## config.mk

```make
export PLATFORM = sky130hd
export DESIGN_NAME = bkr_top
export DESIGN_NICKNAME = d
export VERILOG_FILES = /design/src/rtl/bkr_pkg.sv /design/src/rtl/bkr_decode.sv /design/src/rtl/bkr_lo_file.sv /design/src/rtl/bkr_hi_ram.sv /design/src/rtl/bkr_top.sv
export SDC_FILE = /design/constraint.sdc
export NUM_CORES = 1
export LEC_CHECK = 0
export ABC_AREA = 1
export BUFFER_PORTS_ARGS = -buffer_cell sky130_fd_sc_hd__buf_4
export CAP_MARGIN = 40
export CELL_PAD_IN_SITES_DETAIL_PLACEMENT = 1
export CELL_PAD_IN_SITES_GLOBAL_PLACEMENT = 1
export CORE_MARGIN = 2
export CORE_UTILIZATION = 35
export CTS_CLUSTER_SIZE = 40
export DETAILED_ROUTE_END_ITERATION = 6
export PLACE_DENSITY = 0.59
export SYNTH_ARGS = -nofsm -noshare
export SYNTH_HDL_FRONTEND = slang
export SYNTH_SLANG_ARGS = --single-unit
```

## constraint.sdc

```tcl
create_clock -name clk -period 11 [get_ports clk]
set_input_delay 0 -clock clk [delete_from_list [all_inputs] [get_ports clk]]
set_output_delay 0 -clock clk [all_outputs]
set_load 0.05 [all_outputs]
```

## src/rtl/bkr_pkg.sv

```systemverilog
package bkr_pkg;
  localparam int DW = 8;

  typedef enum logic [3:0] {
    K_NOP    = 4'd0,
    K_RN_RD  = 4'd1,
    K_RN_WR  = 4'd2,
    K_DIR_RD = 4'd3,
    K_DIR_WR = 4'd4,
    K_IND_RD = 4'd5,
    K_IND_WR = 4'd6,
    K_PUSH   = 4'd7,
    K_POP    = 4'd8,
    K_BIT_RD = 4'd9,
    K_BIT_WR = 4'd10
  } op_kind_e;

  // bank select field inside the status word
  localparam int BANK_HI = 4;
  localparam int BANK_LO = 3;
endpackage

```

## src/rtl/bkr_decode.sv

```systemverilog
module bkr_decode
  import bkr_pkg::*;
#(
  parameter int AW       = 7,
  parameter int BIT_BASE = 32
) (
  input  op_kind_e          kind,
  input  logic [2:0]        sel,
  input  logic [AW-1:0]     addr,
  input  logic [1:0]        bank,
  input  logic [DW-1:0]     ptr0,
  input  logic [DW-1:0]     ptr1,
  input  logic [DW-1:0]     sp,
  output logic [AW-1:0]     acc_addr,
  output logic              is_rd,
  output logic              is_wr,
  output logic              is_bit,
  output logic [2:0]        bit_pos,
  output logic              err,
  output logic              sp_we,
  output logic [DW-1:0]     sp_nxt
);
  logic [DW-1:0] ptr;

  always_comb begin
    acc_addr = '0;
    is_rd    = 1'b0;
    is_wr    = 1'b0;
    is_bit   = 1'b0;
    bit_pos  = addr[2:0];
    err      = 1'b0;
    sp_we    = 1'b0;
    sp_nxt   = sp;
    ptr      = sel[0] ? ptr1 : ptr0;
    case (kind)
      K_RN_RD, K_RN_WR: begin
        acc_addr = AW'({bank, sel});
        is_rd    = (kind == K_RN_RD);
        is_wr    = (kind == K_RN_WR);
      end
      K_DIR_RD, K_DIR_WR: begin
        acc_addr = addr;
        is_rd    = (kind == K_DIR_RD);
        is_wr    = (kind == K_DIR_WR);
      end
      K_IND_RD, K_IND_WR: begin
        acc_addr = ptr[AW-1:0];
        err      = (ptr >> AW) != '0;
        is_rd    = (kind == K_IND_RD);
        is_wr    = (kind == K_IND_WR);
      end
      K_PUSH: begin
        sp_nxt   = sp + 1'b1;
        sp_we    = 1'b1;
        acc_addr = sp_nxt[AW-1:0];
        err      = (sp_nxt >> AW) != '0;
        is_wr    = 1'b1;
      end
      K_POP: begin
        sp_nxt   = sp - 1'b1;
        sp_we    = 1'b1;
        acc_addr = sp[AW-1:0];
        err      = (sp >> AW) != '0;
        is_rd    = 1'b1;
      end
      K_BIT_RD, K_BIT_WR: begin
        acc_addr = AW'(BIT_BASE) + AW'(addr[AW-1:3]);
        is_bit   = 1'b1;
        is_rd    = (kind == K_BIT_RD);
        is_wr    = (kind == K_BIT_WR);
      end
      default: ;
    endcase
  end
endmodule

```

## src/rtl/bkr_lo_file.sv

```systemverilog
module bkr_lo_file #(
  parameter int NBYTES = 48,
  parameter int DW     = 8
) (
  input  logic                       clk,
  input  logic                       rst,
  input  logic                       we,
  input  logic [$clog2(NBYTES)-1:0]  waddr,
  input  logic [DW-1:0]              wdata,
  input  logic [$clog2(NBYTES)-1:0]  raddr,
  input  logic [1:0]                 bank,
  output logic [DW-1:0]              rdata,
  output logic [DW-1:0]              ptr0,
  output logic [DW-1:0]              ptr1
);
  localparam int IW = $clog2(NBYTES);

  logic [DW-1:0] mem [NBYTES];

  always_ff @(posedge clk) begin
    if (we) mem[waddr] <= wdata;
  end

  assign rdata = mem[raddr];
  assign ptr0  = mem[IW'({bank, 3'b000})];
  assign ptr1  = mem[IW'({bank, 3'b001})];


  lo_wr_range_chk: assert property (@(posedge clk) disable iff (rst)
    we |-> (int'(waddr) < NBYTES));
endmodule

```

## src/rtl/bkr_hi_ram.sv

```systemverilog
module bkr_hi_ram #(
  parameter int DEPTH = 80,
  parameter int DW    = 8
) (
  input  logic                      clk,
  input  logic                      rst,
  input  logic                      we,
  input  logic [$clog2(DEPTH)-1:0]  waddr,
  input  logic [DW-1:0]             wdata,
  input  logic                      re,
  input  logic [$clog2(DEPTH)-1:0]  raddr,
  output logic [DW-1:0]             rdata
);
  logic [DW-1:0] mem [DEPTH];

  always_ff @(posedge clk) begin
    if (we) mem[waddr] <= wdata;
    if (re) rdata <= mem[raddr];
  end


  hi_wr_range_chk: assert property (@(posedge clk) disable iff (rst)
    we |-> (int'(waddr) < DEPTH));
endmodule

```

## src/rtl/bkr_top.sv

```systemverilog
module bkr_top
  import bkr_pkg::*;
#(
  parameter int          AW       = 7,
  parameter int          LO_BYTES = 48,
  parameter int          BIT_BASE = 32,
  parameter logic [7:0]  SP_RST   = 8'h07
) (
  input  logic          clk,
  input  logic          rst,
  input  logic          op_valid,
  input  logic [3:0]    op_kind,
  input  logic [2:0]    op_sel,
  input  logic [AW-1:0] op_addr,
  input  logic [7:0]    op_wdata,
  input  logic          op_bit,
  input  logic [7:0]    acc_in,
  input  logic          psw_we,
  input  logic [7:0]    psw_wdata,
  output logic          rd_valid,
  output logic [7:0]    rd_data,
  output logic          range_err,
  output logic [7:0]    psw_out,
  output logic [7:0]    sp_out
);
  localparam int MEM_BYTES = 1 << AW;
  localparam int HI_DEPTH  = MEM_BYTES - LO_BYTES;
  localparam int LIW       = $clog2(LO_BYTES);
  localparam int HIW       = $clog2(HI_DEPTH);

  op_kind_e      kind;
  logic [AW-1:0] acc_addr, hi_full;
  logic          is_rd, is_wr, is_bit, err, sp_we;
  logic [2:0]    bit_pos;
  logic [7:0]    sp_nxt, ptr0, ptr1, lo_rd, hi_rd, bit_byte, wr_byte;
  logic          in_lo, do_rd, do_wr;

  logic [7:1]    psw_q;
  logic          par_q;
  logic [7:0]    sp_q;
  logic          rd_valid_q, err_q, sel_hi_q;
  logic [7:0]    lo_val_q;

  assign kind = op_kind_e'(op_kind);

  bkr_decode #(.AW(AW), .BIT_BASE(BIT_BASE)) u_dec (
    .kind(kind), .sel(op_sel), .addr(op_addr),
    .bank(psw_q[BANK_HI:BANK_LO]), .ptr0(ptr0), .ptr1(ptr1), .sp(sp_q),
    .acc_addr(acc_addr), .is_rd(is_rd), .is_wr(is_wr), .is_bit(is_bit),
    .bit_pos(bit_pos), .err(err), .sp_we(sp_we), .sp_nxt(sp_nxt)
  );

  assign in_lo   = acc_addr < AW'(LO_BYTES);
  assign hi_full = acc_addr - AW'(LO_BYTES);
  assign do_rd   = op_valid && is_rd && !err;
  assign do_wr   = op_valid && is_wr && !err;

  always_comb begin
    bit_byte          = lo_rd;
    bit_byte[bit_pos] = op_bit;
  end
  assign wr_byte = is_bit ? bit_byte : op_wdata;

  bkr_lo_file #(.NBYTES(LO_BYTES), .DW(DW)) u_lo (
    .clk(clk), .rst(rst),
    .we(do_wr && in_lo), .waddr(acc_addr[LIW-1:0]), .wdata(wr_byte),
    .raddr(acc_addr[LIW-1:0]), .bank(psw_q[BANK_HI:BANK_LO]),
    .rdata(lo_rd), .ptr0(ptr0), .ptr1(ptr1)
  );

  bkr_hi_ram #(.DEPTH(HI_DEPTH), .DW(DW)) u_hi (
    .clk(clk), .rst(rst),
    .we(do_wr && !in_lo), .waddr(hi_full[HIW-1:0]), .wdata(wr_byte),
    .re(do_rd && !in_lo), .raddr(hi_full[HIW-1:0]), .rdata(hi_rd)
  );

  always_ff @(posedge clk) begin
    if (rst) begin
      psw_q      <= '0;
      par_q      <= 1'b0;
      sp_q       <= SP_RST;
      rd_valid_q <= 1'b0;
      err_q      <= 1'b0;
      sel_hi_q   <= 1'b0;
      lo_val_q   <= '0;
    end else begin
      par_q      <= ^acc_in;
      if (psw_we) psw_q <= psw_wdata[7:1];
      if (op_valid && sp_we) sp_q <= sp_nxt;
      rd_valid_q <= do_rd;
      err_q      <= op_valid && err && (is_rd || is_wr);
      if (do_rd) begin
        sel_hi_q <= !in_lo;
        lo_val_q <= is_bit ? {7'b0, lo_rd[bit_pos]} : lo_rd;
      end
    end
  end

  assign rd_valid  = rd_valid_q;
  assign range_err = err_q;
  assign rd_data   = sel_hi_q ? hi_rd : lo_val_q;
  assign psw_out   = {psw_q, par_q};
  assign sp_out    = sp_q;


  push_step_chk: assert property (@(posedge clk) disable iff (rst)
    (op_valid && kind == K_PUSH) |=> (sp_out == $past(sp_out) + 8'd1));

  pop_step_chk: assert property (@(posedge clk) disable iff (rst)
    (op_valid && kind == K_POP) |=> (sp_out == $past(sp_out) - 8'd1));

  parity_chk: assert property (@(posedge clk) disable iff (rst)
    1'b1 |=> (psw_out[0] == ^$past(acc_in)));

  one_outcome_chk: assert property (@(posedge clk) disable iff (rst)
    !(rd_valid && range_err));

  result_cause_chk: assert property (@(posedge clk) disable iff (rst)
    rd_valid |-> $past(op_valid));

  idle_sp_chk: assert property (@(posedge clk) disable iff (rst)
    (!op_valid || kind > K_BIT_WR) |=> $stable(sp_out));
endmodule

```

# == Word-level counts from Yosys, hierarchy flattened ==
# Memory sizes are Yosys's and may differ from the RTL's. A register that Yosys moved wholly into a read port is not among the register bits.
# Index checks and enable logic that the tools add are counted.
# classes
n_addsub,4
n_mul,0
div,0
order_cmp,3
eq_ne,10
shifts,0
mux,24
n_bitwise,0
reduce_logical,22
# ops
operator,count
case mux 7 bit (6 select lines),1
2-to-1 mux 8 bit,4
2-to-1 mux 6 bit,4
== test 4 x 3 -> 1 bit (second input constant),4
case mux 8 bit (2 select lines),1
== test 4 bit (second input constant),3
logical AND 1 bit,11
case mux 1 bit (5 select lines),2
OR reduction 2 bit,5
adder 8 x 1 -> 8 bit (second input constant),1
bitwise mux 8 bit,1
== test 4 x 2 -> 1 bit (second input constant),2
2-to-1 mux 1 bit,8
XOR reduction 8 bit,1
subtractor 8 x 1 -> 8 bit (second input constant),1
adder 6 x 4 -> 7 bit (first input constant),1
< comparator 7 x 6 -> 1 bit (second input constant),1
subtractor 7 x 6 -> 7 bit (second input constant),1
== test 4 x 1 -> 1 bit (second input constant),1
< comparator 3 x 4 -> 1 bit (second input constant),1
binary-select mux 1 bit (select 3 bit),1
demux 1 bit (select 3 bit),1
>= comparator 3 x 1 -> 1 bit (second input constant),1
case mux 1 bit (3 select lines),1
4 further kinds,5
# totals
regBits,27
latch_bits,0
ramBits,1024
mem_bits_ro,0
input_bits,43
memories,2
# memory_table
name,depth,width,read_ports,rd_clocked_by_memory_dff,wr,line,rtl
u_hi.mem,80,8,1,1,1,bkr_hi_ram.sv:14,logic [DW-1:0] mem [DEPTH];
u_lo.mem,48,8,3,2,1,bkr_lo_file.sv:18,logic [DW-1:0] mem [NBYTES];

# == Depth between registers and ports, before layout ==
# Gate-level depths: netlist (run 1).
# logic_depth
word_depth,8
ltp_mapped,26

# == By module ==
# A second synthesis (run 1) with hierarchy kept.
# unflattened
hier_cells,4014
area_unflattened_um2,45048.2
# by_module_without_submodules
module,instances,cells_per_inst,area_per_inst_um2
bkr_hi_ram,1,2188,26490.4
bkr_lo_file,1,1414,16113.0
bkr_top,1,205,1463.9
bkr_decode,1,207,980.9

# == Worst setup path before layout (run 1) ==
# Ideal clock, no wire load.
# synth_timing
kind,register to register
start,register sp_q[0] (netlist: sp_out[0])
end,"memory u_hi.mem[0][1], data pin"
arrival_ns,7.571
t_required_ns,9.803
slack_ns,2.232
path_stages_with_launch,17
path_buffers,1
period_less_slack_ns,8.768
path_cell_list,dfxtp_1 -> inv_1 -> ha_1 -> nand2_1 -> nand2_1 -> nor2_1 -> nand2_1 -> nor2_1 -> clkbuf_1 -> nand2_1 -> nand2_1 -> nand2_1 -> a21oi_1 -> nor2_1 -> nand2_1 -> a21oi_1 -> o21ai_0
# synth_between
elab_chain_len,5
# synth_lines
item,line,rtl
"start, declared",bkr_top.sv:40,logic [7:0] sp_q;
"start signal, assigned",bkr_top.sv:89,if (op_valid && sp_we) sp_q <= sp_nxt;
adder 8 x 1 -> 8 bit,bkr_decode.sv:53,sp_nxt = sp + 1'b1;
case mux 7 bit (6 select lines) *,bkr_decode.sv:35,case (kind)
memory read (48 x 8 bit) *,--,
bitwise mux 8 bit *,bkr_top.sv:60,bit_byte[bit_pos] = op_bit;
2-to-1 mux 8 bit *,bkr_top.sv:62,assign wr_byte = is_bit ? bit_byte : op_wdata;
via u_hi.wdata[1],bkr_hi_ram.sv:9,"input logic [DW-1:0] wdata,"
"end, declared",bkr_hi_ram.sv:14,
# Mark *: on every way through the listed nets, which the timed path passes. The rest lies on a longest branch.

==> results of run 1 <==
[stage by stage]
| stage | cells | instance area [um^2] | utilization | total power, mW | hold slack (ns) |
|---|---|---|---|---|---|
| 3_5_place_dp | 5209 | 46200 | 0.375 | 5.63 | 0.233 |
| 4_1_cts | 5437 | 49900 | 0.405 | 9.16 | 0.00848 |
| 6_report | 5440 | 49900 | 0.405 | 9.09 | 0.0309 |
| 5_1_grt | 5440 | 49900 | 0.405 | 9.38 | 0.0407 |
| 3_3_place_gp | 5121 | 45400 | 0.369 | 5.61 | 0.227 |
| 2_1_floorplan | 3528 | 43300 | - | 5.21 | 0.0691 |
[cell type report]
class | count | area, um^2 | area share
Sequential cell | 1061 | 31600 | 0.632
Multi-Input combinational cell | 2143 | 10300 | 0.206
Clock buffer | 138 | 2940 | 0.0589
Timing Repair Buffer | 244 | 2060 | 0.0413
Tap cell | 1637 | 2050 | 0.0410
Inverter | 163 | 619 | 0.0124
Clock inverter | 54 | 417 | 0.00834
[cell families (layout without fill, tap and decap cells)]
group | count (synthesis) | in the layout | synth area share
buf+inv | 324 | 599 | 0.0363
compound gates | 409 | 409 | 0.0635
flops | 1061 | 1061 | 0.729
fa+ha+maj | 6 | 6 | 0.00173
xor+xnor | 11 | 11 | 0.00223
simple gates | 1710 | 1710 | 0.165
mux | 7 | 7 | 0.00182
[cell usage after synthesis (5+ instances only)]
cell type and count:
clkbuf_1 24, or2_2 12, buf_1 5, nor3_1 25
o211ai_1 10, a22oi_1 105, xor2_1 8, and3_1 7
nand3_1 144, edfxtp_1 1032, nand4_1 85, inv_2 7
buf_2 89, a221oi_2 9, nand3b_1 11, ha_1 6
buf_6 20, o21ai_0 80, mux2_2 7, buf_4 23
inv_1 152, o221ai_1 9, dfxtp_1 29, a22o_1 15
nor2_2 7, nor2_1 320, nand2_1 1059, o21ai_1 28
nand2_2 21, a21oi_1 91, a221oi_1 44
[worst paths after layout]
path	slack (ns)	cells after the start	start	to
setup reg to reg	4.53	20	flop	u_hi.mem[18][4]
setup / recovery	4.53	20	flop	u_hi.mem[18][4]
hold / removal	0.03	4	op_wdata[0]	u_lo.mem[35][0]
hold reg to reg	0.47	2	lo_val_q[2]	lo_val_q[2]
[state kept, by name, summed over array words and instances, names as in the netlist, named ones only]
register,count
sel_hi_q,1
par_q,1
u_hi.mem,640
psw_q,7
u_lo.mem,384
lo_val_q,8
rd_valid,1
sp_out,8
range_err,1
u_hi.rdata,8
[worst reg2reg max path, stage by stage (launching register included)]
cell     delay, ns
dfxtp_1       0.30
buf_4         0.34
inv_4         0.23
nand2_1       0.15
nand3_1       0.07
nand3_1       0.10
nand3_2       0.15
nand2_8       0.44
inv_4         0.55
buf_4         0.48
nor2_4        0.47
buf_4         0.51
nand2_1       0.14
nand2_1       0.10
nor2_1        0.05
nand2_1       0.12
nand3_1       0.19
nand2_1       0.19
o21ai_0       0.15
nand2_4       0.64
buf_4         0.75
[timing repair]
item	CTS	global route
resized for setup	0	0
hold buffers	36	0
endpoints found under the hold margin	40	0
[per-layer routing]
metal | wire (um) | vias to the layer above
met1 | 59600 | 14600
met5 | 0 | -
met2 | 65400 | 723
li1 | - | 12900
met3 | 6170 | 189
met4 | 3690 | 0
[power by group]
part / internal, mW / leakage [nW] / switching, mW / total [mW]
combinational: 0.252 / 6.45 / 0.792 / 1.04
clock: 1.97 / 1.64 / 1.57 / 3.54
sequential: 4.50 / 9.53 / 0.00597 / 4.50
total: 6.72 / 17.6 / 2.37 / 9.09
==> reports/metrics.csv, run 1 <==
metric,value,unit
place_hpwl,83.8,mm
fin_tns_setup,0,ns
drv_slew,0,
critPathTopFamily,simple AND/OR/NAND/NOR gates,
gr-usage-met1,0.288,
nFillCells,12900,
grt-ovfl-total,0,
ys_seq_area_frac,0.729,
clock_skew,0.0349,ns
synth_async_sr_flop_share,0,
cts_tree,done,
routabilityCongestion,0.803,
setup_viol,0,
end_kind,flop,
antennaDiodeCount,0,
area_growth,15.4,%
syn_nets,3577,
synth_top_area_frac,0.716,
setup_slack,4.53,ns
postRouteAntennaNets,0,
synth_top_cell_by_area,edfxtp_1,
grt_use_met3,0.0239,
yosysUniqueCellTypes,54,
port_buffers,67,
cts_root_buffer,clkbuf_16,
period_share,0.588,
drtIter0Drc,2324,
met2_usage,0.358,
dieArea,126000,um^2
cp_num_buf_inv,6,
clk_latency,0.71,ns
tightest_slew,0.920,ns
p_per_area,182,nW/um^2
grt_max_degree,93,
vias,28400,
gr-max-usage-layer,met2,
cpPeakStageDelay,0.71,ns
required,11.39,ns
routed_wl,135,mm
wl_per_cell,24.8,um
critical_path_class,reg2reg,
final_common_cell,nand2_1,
final_cell_mix,"1052 x nand2_1, 1032 x edfxtp_1, 315 x nor2_1, 192 x buf_4, 152 x inv_1",
cts_buffer_depth,3,
worstSetupStartpointType,flop,
ir_worst_vdd,0.135,mV
dpl_worst_slack,4.47,ns
drtPass1Iterations,5,
crit_arrival,6.86,ns
rsz0062_at_grt,false,
ys.flop_type,edfxtp_1,
grt_antenna_before_repair,1,
hold_viol,0,
relSlewSlack,0.385,
viasPerCell,5.22,
status,"complete, no violations",
post_cts_buffers,0,
p_leak,17.6,nW
clkTransAtPathRegs,0.06,ns
grt_pass1_vias,29000,
grt_pass1_wl,198,mm
start_util,0.351,
core_area,123000,um^2
avgSynthCellArea,12.3,um^2
die-width,356,um
cts_made_buffers,110,
clkSinkCount,1061,
drive_gt1_frac,0.118,
drv_cap,0,
rows,129,
min_period,6.47,ns
synth_area,43300,um^2
synth_seq_cells,1061,
fmax,155,MHz
drc_errors,0,
crit_top_cell,nand2_1,
pin_count,69,
die_h,356,um
crit_chain,buf_4 > inv_4 > nand2_1 > nand3_1 > nand3_1 > nand3_2 > nand2_8 > inv_4 > buf_4 > nor2_4 > buf_4 > nand2_1 > nand2_1 > nor2_1 > nand2_1 > nand3_1 > nand2_1 > o21ai_0 > nand2_4 > buf_4,
synth_cells,3528,
cp_slowest_cell,buf_4,
htree_levels,3,
hp-class,in2reg,
synth-warning-count,0,
synth_area_leaders,"edfxtp_1 72%, nand2_1 9.2%, nor2_1 2.8%, a22oi_1 1.8%, nand3_1 1.7%",
synth_edf_count,1032,
worst-path-max-fanout,79,
grt_usage,0.212,
finalNetCount,3772,
Note: power is estimated with default switching activity, not from simulation.
==> inputs of run 2 (changes only) <==
==> constraint.sdc (replaced) <==
create_clock -name clk -period 6.1 [get_ports clk]
set_input_delay 0 -clock clk [delete_from_list [all_inputs] [get_ports clk]]
set_output_delay 0 -clock clk [all_outputs]
set_load 0.05 [all_outputs]
==> run 2 against run 1 <==
Effect of this change:
- first-iteration DRC count is 9.6% lower
- count of clock-buffer cells in the layout increased by 1
- sequential power grew 80%
- die area unchanged
- largest cell class unchanged
- global-route usage up 0.39 points
- via count rose by 1.2%
- worst hold slack gained 0.0061 ns
- register-to-register slack worse by 4.0 ns
==> reports/metrics.csv, run 2 (synthesized netlist as in run 1, its figures left out) <==
metric,value,unit
status,"complete, no violations",
setup_viol,0,
grt-ovfl-total,0,
clkTransAtPathRegs,0.07,ns
tightest_slew,0.973,ns
hold_viol,0,
hold_depth,3,
grt_antenna_before_repair,3,
die_h,356,um
routabilityCongestion,0.803,
hold_slack,0.0370,ns
cts_tree,done,
clock_skew,0.0505,ns
place_hpwl,86.7,mm
pin_count,69,
period_share,0.906,
grt_pass1_vias,29300,
dieArea,126000,um^2
worst-path-max-fanout,27,
rr_endpoint,lo_val_q[0],
cts_resized,0,
viasPerCell,5.20,
reg.largest.list,"u_hi.mem (640), u_lo.mem (384)",
crit_arrival,6.17,ns
cts_hold_buffers,37,
drv_cap,0,
placed_cells,5279,
routed_wl,137,mm
postRouteAntennaNets,0,
relSlewSlack,0.349,
cts_made_buffers,111,
wl_per_cell,24.8,um
p_per_area,330,nW/um^2
reg2reg_slack,0.57,ns
drtIter0Drc,2100,
port_buffers,67,
critPathTopFamily,simple AND/OR/NAND/NOR gates,
largest_reg_flops,640,
cpPeakStageDelay,0.75,ns
cts_buffer_depth,3,
cp_num_buf_inv,5,
routed-wl-met3,6.23,mm
drtPass1Iterations,5,
wl_met1,61.0,mm
grt_usage,0.215,
cts_root_buffer,clkbuf_16,
rr_worst_depth,23,
fin_tns_setup,0,ns
crit_chain,inv_2 > nand3_1 > nand3_1 > nand3_1 > nand2_4 > nor2_4 > nand2_2 > clkinv_2 > buf_12 > nand2_1 > nand2_1 > nor2_1 > nand2_1 > nand3_1 > nand2_1 > nand2_1 > nand2_1 > nor2_1 > dlygate4sd3_1 > nand2_1 > dlygate4sd3_1 > nand2_1 > a21oi_1,
routed.top_layer,met4,
ir_worst_vdd,0.231,mV
p_leak,18.1,nW
hp-class,in2reg,
drc_errors,0,
wl_met2,66.2,mm
grt_pass1_wl,202,mm
required,6.74,ns
fmax,181,MHz
crit_top_cell,nand2_1,
end_kind,flop,
dpl_worst_slack,1.17,ns
drv_slew,0,
grt_max_degree,114,
setup_slack,0.571,ns
drive_gt1_frac,0.133,
final_common_cell,nand2_1,
nFillCells,13000,
rows,129,
min_period,5.53,ns
antennaDiodeCount,0,
fin_cells,5524,
finalNetCount,3842,
htree_levels,3,
die-width,356,um
clk_latency,0.71,ns
vias,28700,
rsz0062_at_grt,false,
hold_path_end,u_lo.mem[1][3],
post_cts_buffers,0,
final_cell_mix,"1052 x nand2_1, 1032 x edfxtp_1, 315 x nor2_1, 242 x buf_4, 152 x inv_1",
core_area,123000,um^2
cp_slowest_cell,dfxtp_1,
worstHoldStart,op_wdata[3],
critical_path_class,reg2reg,
clkSinkCount,1061,
utilization,0.413,
largest_register,u_hi.mem,
area_growth,17.5,%
worstSetupStartpointType,flop,
start_util,0.351,
-- run 2: per-layer routing --
layer,vias up,track usage
li1,13100,-
met1,14800,0.295
met2,711,0.361
met3,178,0.0280
met4,0,0.0558
met5,-,0
-- run 2: layout make-up --
| cell class | instances | area, um^2 | share of cell area |
|---|---|---|---|
| sequential | 1061 | 31600 | 0.621 |
| timing repair buffer | 313 | 2860 | 0.0562 |
| clock inverter | 68 | 583 | 0.0115 |
| clock buffer | 139 | 2950 | 0.0579 |
| tap | 1637 | 2050 | 0.0403 |
| multi-input combinational | 2143 | 10200 | 0.201 |
| inverter | 163 | 619 | 0.0122 |
-- run 2: worst max path at each step --
stage          startpoint  slack (ns)               to  cells after the start
3_3_place_gp         flop        1.15  u_hi.mem[59][4]                     11
2_1_floorplan   sp_out[0]        1.08   u_hi.mem[0][1]                     16
3_5_place_dp         flop        1.17  u_hi.mem[45][3]                     18
4_1_cts              flop        0.53      lo_val_q[0]                     23
6_report             flop        0.57      lo_val_q[0]                     23
5_1_grt              flop        0.24      lo_val_q[0]                     23
-- run 2: tightest hold or removal path, stage by stage --
cell and delay, ns:
buf_4 0.08, nand2_1 0.11, nand2_4 0.33
-- run 2: per-stage QoR --
step | cell area (um^2) | power, mW
floorplan | 43300 | 9.39
global placement | 46900 | 10.2
detailed placement | 47000 | 10.3
CTS | 50900 | 16.9
global route | 50900 | 17.3
finish | 50900 | 16.8
-- run 2: where the power goes --
part / internal, mW / total (mW) / switching, mW
sequential: 8.11 / 8.12 / 0.0129
combinational: 0.532 / 1.99 / 1.46
clock: 3.79 / 6.65 / 2.86
total: 12.4 / 16.8 / 4.34
==> inputs of run 3 (changes only) <==
--- a/config.mk
+++ b/config.mk
@@ -14,7 +14,7 @@
 export CORE_UTILIZATION = 35
 export CTS_CLUSTER_SIZE = 40
 export DETAILED_ROUTE_END_ITERATION = 6
-export PLACE_DENSITY = 0.59
+export PLACE_DENSITY = 0.61
 export SYNTH_ARGS = -nofsm -noshare
 export SYNTH_HDL_FRONTEND = slang
 export SYNTH_SLANG_ARGS = --single-unit
==> constraint.sdc (replaced) <==
create_clock -name clk -period 4.45 [get_ports clk]
set_input_delay 0 -clock clk [delete_from_list [all_inputs] [get_ports clk]]
set_output_delay 0 -clock clk [all_outputs]
set_load 0.05 [all_outputs]
==> run 3 against run 2 <==
Effect of this change:
- critical path depth decreased by 4
- sequential share of layout area is 0.11 points lower
- largest power group unchanged
- combinational power is 36% higher
- clock power grew 32%
- critical endpoint is now u_hi.mem[54][5]
- die area stayed put
- routed wire length decreased by 1.4%
==> reports/metrics.csv, run 3 (synthesized netlist as in run 1, its figures left out) <==
metric,value,unit
status,"complete, no violations",
cts_buffer_depth,3,
crit_arrival,4.59,ns
end_kind,flop,
cts_made_buffers,110,
largest_reg_flops,640,
vias,29000,
clkSinkCount,1061,
grt_usage,0.212,
post_cts_buffers,0,
nFillCells,13000,
ir_worst_vdd,0.310,mV
critical_path_class,reg2reg,
viasPerCell,5.21,
port_buffers,67,
min_period,4.18,ns
finalNetCount,3871,
drv_cap,0,
grt_max_degree,108,
grt_antenna_before_repair,2,
setup_viol,0,
hp-class,in2reg,
fmax,239,MHz
drc_errors,0,
grt_pass1_vias,29800,
die_h,356,um
rsz0062_at_grt,false,
crit_chain,inv_1 > ha_1 > nand2_1 > nand3_1 > nor2_2 > nand2_4 > buf_4 > nand2_4 > nor2_4 > buf_12 > nand2_1 > nand2_1 > nor2_1 > nand4_1 > nand3_1 > nand2_1 > o21ai_0 > nand2_4 > buf_12,
core_area,123000,um^2
drtPass1Iterations,5,
rows,129,
multi_input_area,10200,um^2
routed_wl,135,mm
crit_top_cell,nand2_1,
final_cell_mix,"1052 x nand2_1, 1032 x edfxtp_1, 315 x nor2_1, 272 x buf_4, 152 x inv_1",
largest_register,u_hi.mem,
htree_levels,3,
cts_tree,done,
p_per_area,444,nW/um^2
critPathTopFamily,simple AND/OR/NAND/NOR gates,
drive_gt1_frac,0.138,
drtIter0Drc,2384,
fin_tns_setup,0,ns
seqCellArea,31600,um^2
tightest_slew,0.903,ns
hold_slack,0.0586,ns
cts_root_buffer,clkbuf_16,
area_growth,17.7,%
place_hpwl,86.5,mm
clkTransAtPathRegs,0.06,ns
drv_slew,0,
relSlewSlack,0.396,
routabilityCongestion,0.852,
clock_skew,0.0511,ns
p_leak,18.2,nW
worstSetupStartpointType,flop,
postRouteAntennaNets,0,
hold_viol,0,
reg.largest.list,"u_hi.mem (640), u_lo.mem (384)",
cp_num_buf_inv,4,
period_share,0.940,
pin_count,69,
start_util,0.351,
cp_slowest_cell,dfxtp_1,
wl_per_cell,24.3,um
dieArea,126000,um^2
grt-ovfl-total,0,
worst-path-max-fanout,49,
grt_pass1_wl,200,mm
clk_latency,0.72,ns
cpPeakStageDelay,0.47,ns
final_common_cell,nand2_1,
die-width,356,um
required,4.86,ns
## run 3: where the power goes
part / total, mW / internal [mW] / switching [mW]
registers: 11.1 / 11.1 / 0.0166
logic: 2.71 / 0.752 / 1.96
clock network: 8.78 / 4.85 / 3.93
total: 22.6 / 16.7 / 5.90
## run 3: timing repair
| action | 4_1_cts | 5_1_grt |
|---|---|---|
| hold buffers | 39 | 0 |
| endpoints found under the setup margin | 0 | 108 |
| gates resized for setup | 0 | 2 |
| hold endpoints to repair | 133 | 0 |
## run 3: path summary, 6_finish.rpt
| path | start | end | slack, ns | depth (start not counted) |
|---|---|---|---|---|
| setup reg to reg | sp_out[0] | u_hi.mem[54][5] | 0.27 | 19 |
| setup / recovery | sp_out[0] | u_hi.mem[54][5] | 0.27 | 19 |
| hold / removal | op_kind[0] | sp_out[3] | 0.06 | 7 |
| hold reg to reg | lo_val_q[4] | lo_val_q[4] | 0.47 | 2 |
## run 3: through the flow
step	std cells	setup WS, ns	power [mW]	util	cell area (um^2)
after floorplan	3528	0.226	12.8	-	43300
after detailed placement	5308	0.236	14.0	0.383	47200
after CTS	5552	0.235	22.8	0.414	51000
final	5554	0.268	22.6	0.414	51000
after global routing	5552	0.0148	23.4	0.414	51000
after global placement	5304	0.311	14.0	0.383	47100
## run 3: final cells by class
type / count / share of cell area
Clock buffer: 140 / 0.0571
Multi-Input combinational cell: 2143 / 0.201
Clock inverter: 65 / 0.00967
Inverter: 163 / 0.0122
Sequential cell: 1061 / 0.619
Antenna cell: 2 / 0.0000982
Timing Repair Buffer: 343 / 0.0603
Tap cell: 1637 / 0.0402
## run 3: tightest hold or removal path, stage by stage
cell and delay [ns]:
buf_4 0.13, nand2_1 0.07, nor2_1 0.10, nand3_1 0.13, nand2_1 0.06, o311ai_0 0.11
a21oi_1 0.08
## run 3: routing by layer
layer | track usage | vias up | wire [um]
li1 | - | 13100 | -
met1 | 0.292 | 15000 | 60100
met4 | 0.0537 | 2 | 3200
met2 | 0.358 | 678 | 66000
met3 | 0.0227 | 176 | 5580
met5 | 0 | - | 13
